--- src/rtl/rfw_pkg.sv ---
package rfw_pkg;

  typedef enum logic [2:0] {
    ST_IDLE  = 3'd0,
    ST_WRITE = 3'd1,
    ST_STEP  = 3'd2,
    ST_PARK  = 3'd3,
    ST_DONE  = 3'd4
  } feed_state_e;

endpackage

--- src/rtl/rfw_addr_ctr.sv ---
module rfw_addr_ctr #(
  parameter int ADDR_W = 8
) (
  input  logic              clk,
  input  logic              rst,
  input  logic              step,
  output logic [ADDR_W-1:0] addr,
  output logic              at_last
);

  localparam logic [ADDR_W-1:0] LAST_ADDR = {ADDR_W{1'b1}};

  function automatic logic [ADDR_W-1:0] next_addr(input logic [ADDR_W-1:0] a);
    return a + {{(ADDR_W-1){1'b0}}, 1'b1};
  endfunction

  function automatic logic is_last(input logic [ADDR_W-1:0] a);
    return a == LAST_ADDR;
  endfunction

  logic [ADDR_W-1:0] addr_q;

  always_ff @(posedge clk) begin
    if (rst)       addr_q <= '0;
    else if (step) addr_q <= next_addr(addr_q);
  end

  assign addr    = addr_q;
  assign at_last = is_last(addr_q);

endmodule

--- src/rtl/rfw_seq_fsm.sv ---
module rfw_seq_fsm
  import rfw_pkg::*;
(
  input  logic        clk,
  input  logic        rst,
  input  logic        full,
  input  logic        at_last,
  output feed_state_e state,
  output logic        wr_req,
  output logic        step_addr
);

  feed_state_e state_q, state_d;

  always_comb begin
    state_d = state_q;
    case (state_q)
      ST_IDLE:  state_d = full ? ST_IDLE : ST_WRITE;
      ST_WRITE: state_d = at_last ? ST_DONE : ST_STEP;
      ST_STEP:  state_d = full ? ST_PARK : ST_WRITE;
      ST_PARK:  state_d = full ? ST_PARK : ST_WRITE;
      ST_DONE:  state_d = ST_DONE;
      default:  state_d = ST_IDLE;
    endcase
  end

  always_ff @(posedge clk) begin
    if (rst) state_q <= ST_IDLE;
    else     state_q <= state_d;
  end

  assign state     = state_q;
  assign wr_req    = (state_q == ST_WRITE);
  assign step_addr = wr_req && !at_last;

endmodule

--- src/rtl/rom_fifo_feeder.sv ---
module rom_fifo_feeder #(
  parameter int ADDR_W = 8
) (
  input  logic              clk,
  input  logic              rst,
  input  logic              fifo_full,
  output logic [ADDR_W-1:0] rom_addr,
  output logic              fifo_wr_req
);

  import rfw_pkg::*;

  feed_state_e state;
  logic        at_last;
  logic        step_addr;
  logic        wr_req;

  rfw_seq_fsm u_fsm (
    .clk       (clk),
    .rst       (rst),
    .full      (fifo_full),
    .at_last   (at_last),
    .state     (state),
    .wr_req    (wr_req),
    .step_addr (step_addr)
  );

  rfw_addr_ctr #(.ADDR_W(ADDR_W)) u_addr (
    .clk     (clk),
    .rst     (rst),
    .step    (step_addr),
    .addr    (rom_addr),
    .at_last (at_last)
  );

  assign fifo_wr_req = wr_req;

endmodule

--- config.mk ---
export PLATFORM = sky130hd
export DESIGN_NAME = rom_fifo_feeder
export DESIGN_NICKNAME = d
export VERILOG_FILES = /design/src/rtl/rfw_pkg.sv /design/src/rtl/rfw_addr_ctr.sv /design/src/rtl/rfw_seq_fsm.sv /design/src/rtl/rom_fifo_feeder.sv
export SDC_FILE = /design/constraint.sdc
export NUM_CORES = 1
export LEC_CHECK = 0
export CAP_MARGIN = 25
export CORE_AREA = 2 2 39 41
export DETAILED_ROUTE_END_ITERATION = 8
export DIE_AREA = 0 0 41 43
export PLACE_DENSITY_LB_ADDON = 0.15
export RECOVER_POWER = 50
export SLEW_MARGIN = 10
export SYNTH_ARGS = -nofsm -noshare
export SYNTH_HDL_FRONTEND = slang
export SYNTH_SLANG_ARGS = --single-unit
export TNS_END_PERCENT = 1
--- constraint.sdc ---
create_clock -name clk -period 1.4 [get_ports clk]
set_input_delay 0.28 -clock clk [delete_from_list [all_inputs] [get_ports clk]]
set_output_delay 0.28 -clock clk [all_outputs]
set_load 0.005 [all_outputs]
# Yosys cells after proc, flatten, opt, wreduce, memory -nomap -nowiden
# Cells that the tools add are included.
# totals
regBits,11
out_inout_bits,9
input_bits,3
# classes
n_reduce_logical,4
muxes,4
n_addsub,1
n_eq_ne,5
# ops
operator,n
one-hot mux 3 bit (4 select lines),1
"adder 8 x 1 -> 8 bit, second input constant",1
"equality test 8 bit, second input constant",1
"equality test 3 x 2 -> 1 bit, second input constant",2
"equality test 3 x 1 -> 1 bit, second input constant",1
"equality test 3 bit, second input constant",1
zero test 3 bit,1
2-to-1 mux 3 bit,1
2-to-1 mux 2 bit,1
OR reduction 2 bit,1
logical AND 1 bit,1
zero test 1 bit,1
2-to-1 mux 1 bit,1

# Depth between registers and ports, before layout
# logic_depth
ltp_word,3
depth_mapped,5
mapped_depth_nobuf,5

# By module
# A second synthesis with hierarchy kept.
# unflattened
cells_unflattened,53
area_unflattened_um2,475.5
# by_module_without_submodules
mod,area_per_inst_um2,cells_each,instances
rfw_addr_ctr,345.3,39,1
rfw_seq_fsm,130.1,14,1

# Least setup slack after synthesis
# No wires, ideal clock.
# synth_timing
kind,register -> register
start,"register u_addr.addr_q[0], in the netlist u_addr.addr[0]"
end,"register u_addr.addr_q[1], in the netlist u_addr.addr[1]"
required_time_ns,1.272
stages_incl_launch_ff,6
slack_ns,-0.053
arrival_ns,1.325
setup_ns,0.128
path_buffers,0
cell_sequence,dfxtp_1 ha_1 nand3_1 o21ai_0 mux2i_1 nor2_1
# synth_between
elab_chain_cells,3
word_cells_on_any_way,4
cone_classes,add/sub (1); eq/ne (1); reduce/logical (2)
# synth_rtl
element,line,text
start: declaration,rfw_addr_ctr.sv:21,logic [ADDR_W-1:0] addr_q;
start signal: assignment,rfw_addr_ctr.sv:25,else if (step) addr_q <= next_addr(addr_q);
"parallel branches: the longest is 3 deep, another holds adder 8 x 1 -> 8 bit",n/a,
# Several ways; the timed one is not identified.
# A chain may end at the register's enable or synchronous reset.

# Final worst setup path
# layout_timing
start,"register u_addr.addr_q[0], in the netlist u_addr.addr[0]"
end,"register u_addr.addr_q[5], in the netlist u_addr.addr[5]"
# The elaborated chain is that of the path after synthesis.

==> metrics <==
status complete, but fails checks; failing checks setup timing; post-synthesis register bit count 11; mapped cell area 507 µm²; sw frac 23.8%; sequential share of power 51.5%; Hold Path Depth 2; area grow syn2layout 57.0%; Worst Setup Slack, final -0.0149 ns; GRT Residual Overflow 0; Root Buffer clkbuf_4; hold_sp u_addr.addr[5]$_SDFFE_PP0P_; final setup TNS -0.0149 ns; CTS buffer count 3; switching power 151 µW; Least-Margin Pin Slew 0.407 ns; Synth Warn # 0; CP max FO 4; non-filler cells, final 98; Min Clock Period, post-route 1.41 ns; drt drc 0; CTS tree yes; WS Path Type reg -> reg; synthesized net count 58; Die H 43 µm; Fill cells 135; most frequent cells in the layout 12 x buf_4, 7 x nor2_1, 6 x dfxtp_2, 5 x nor3_1, 5 x dlygate4sd2_1; CP Capture Type flip-flop; number of global-route vias before repair 448; largest net degree at the start of global routing 12; internal power 483 µW; # diodes 0; R2R Path Start u_addr.addr[0]$_SDFFE_PP0P_; Max Cap Viol 0; Multi-input gate area 287 µm²; HP Class reg -> reg; cell count after synthesis 54; die footprint 0.00176 mm²; # placed instances 94; first-pass GRT wire length 1.90 mm; CTS Hold Bufs 0; Clock Pin Slew Worst Setup and Hold Paths 0.08 ns; number of buffers added for setup after CTS 0; Reg2Reg Depth 5; combinational share of power 14.7%; flop-to-flop setup slack -0.01 ns; Avg Inst Size Synth 9.38 µm²; Vias 483; dpl hpwl 867 µm; clock network fraction of total power 33.9%; DIE WIDTH 41 µm; Final GP Congestion 0.742; FMAX 707 MHz; worst skew pair latency 0.26 ns; final WL 1.18 mm; layout cells sized above 1 34.1%; clk buf depth 2; Slew headroom 72.8%; num ports 12; fin util 57.5%; P_leak 0.000401 µW; CTS sink count 11; Sequential Area 235 µm²; Starting Density 36.6%; Setup crit start kind flip-flop; Final ANT Viol Nets 0; Netlist cell types 24; Final #Nets 87; period utilisation layout 101%; DR iter-0 viols 5; Worst Skew 0.00681 ns; maximum VDD drop 0.561 mV; unrepaired setup endpoints after global routing true; CP Data Required Time 1.59 ns; Final Hold Fails 0; Core ar. 0.00138 mm²; Worst Path Arrival 1.60 ns; leading cell type in the layout, fill and taps excluded buf_4; final slew viol count 0; wire per inst 12.0 µm; DRT Pass-1 Iters 4; setup violators final 1; sequential share of the synthesized area 43.5%; worst r2r dst u_addr.addr[5]$_SDFFE_PP0P_; WHS Endpoint u_addr.addr[5]$_SDFFE_PP0P_; pre-CTS setup slack -0.00114 ns; Vias/cell 4.93; total global-route track usage 15.9%; antenna violations before repair 0; pwr/cell area 796 mW/mm²; Row Count 14; number of port buffers 11; CTS H-tree depth 1
worst max-delay path, stage by stage, from the launching register on:
cell     delay (ns)
dfxtp_2        0.32
ha_1           0.20
nand3_1        0.13
nor2_1         0.09
or4_1          0.47
a21oi_1        0.14
metrics by stage:
step / area [µm²] / hold slack (ns) / total power (µW)
finish: 796 / 0.494 / 633
global route: 796 / 0.503 / 666
CTS: 774 / 0.497 / 634
detailed placement: 738 / 0.513 / 424
global placement: 738 / 0.510 / 424
floorplan: 507 / 0.358 / 372
cell usage after synthesis:
master	instances	area, µm²
nor2_1	7	26.3
ha_1	1	12.5
or3_1	1	6.26
or4_1	1	7.51
nor4_1	1	6.26
a21oi_1	3	15.0
nor3b_4	1	18.8
nand4_1	2	12.5
nand2_1	3	11.3
and2_1	2	12.5
clkbuf_1	1	3.75
dfxtp_1	11	220
inv_1	1	3.75
o2111ai_1	1	8.76
o21a_1	1	7.51
a211oi_1	1	7.51
o31ai_1	1	7.51
o211a_1	1	10.0
nor3_1	5	25.0
nand4_4	1	21.3
mux2i_1	3	30.0
nand3_1	1	5.00
xor2_1	2	17.5
o21ai_0	2	10.0
cell type report:
class / count / share of cell area (%)
Multi-Input combinational cell: 41 / 36.0
Sequential cell: 11 / 29.6
Timing Repair Buffer: 25 / 28.1
Clock buffer: 4 / 3.30
Tap cell: 16 / 2.52
Inverter: 1 / 0.472
power by group through the flow:
stage          Combinational [µW]  Clock, µW  Sequential (µW)
6_report                     92.9        214              326
5_1_grt                       103        236              326
4_1_cts                      89.1        219              325
3_5_place_dp                 88.9          0              335
3_3_place_gp                 88.8          0              335
2_1_floorplan                30.5          0              341
state kept, by name, summed over array words and instances, names as in the netlist:
| name | flops |
|---|---|
| u_addr.addr | 8 |
| u_fsm.state | 3 |
per-layer routing:
layer | global-route usage (%) | up-vias | routed length (µm)
li1 | - | 253 | -
met1 | 19.9 | 219 | 571
met2 | 23.4 | 11 | 533
met3 | 6.81 | 0 | 76
met4 | 6.00 | 0 | 0
met5 | 0 | - | 0
logic make-up after synthesis:
family          synth area share, %
simple gates                   30.1
flops                          43.5
compound gates                 13.1
mux                            5.93
xor+xnor                       3.46
buf+inv                        1.48
fa+ha+maj                      2.47
how the worst max path moves through the flow:
stage,startpoint,to,depth (start not counted)
after CTS,u_addr.addr[0]$_SDFFE_PP0P_,rom_addr[0],2
after global placement,u_fsm.state[1]$_SDFF_PP0_,u_addr.addr[5]$_SDFFE_PP0P_,5
after global routing,u_addr.addr[0]$_SDFFE_PP0P_,u_addr.addr[5]$_SDFFE_PP0P_,5
after floorplan,u_fsm.state[0]$_SDFF_PP0_,u_addr.addr[5]$_SDFFE_PP0P_,4
after detailed placement,u_fsm.state[1]$_SDFF_PP0_,u_addr.addr[5]$_SDFFE_PP0P_,5
final,u_addr.addr[0]$_SDFFE_PP0P_,u_addr.addr[5]$_SDFFE_PP0P_,5
what timing repair did:
action	CTS	global route
pin swaps	1	1
setup endpoints to repair	10	8
gates resized for setup	16	8
(Power assumes the default switching activity.)
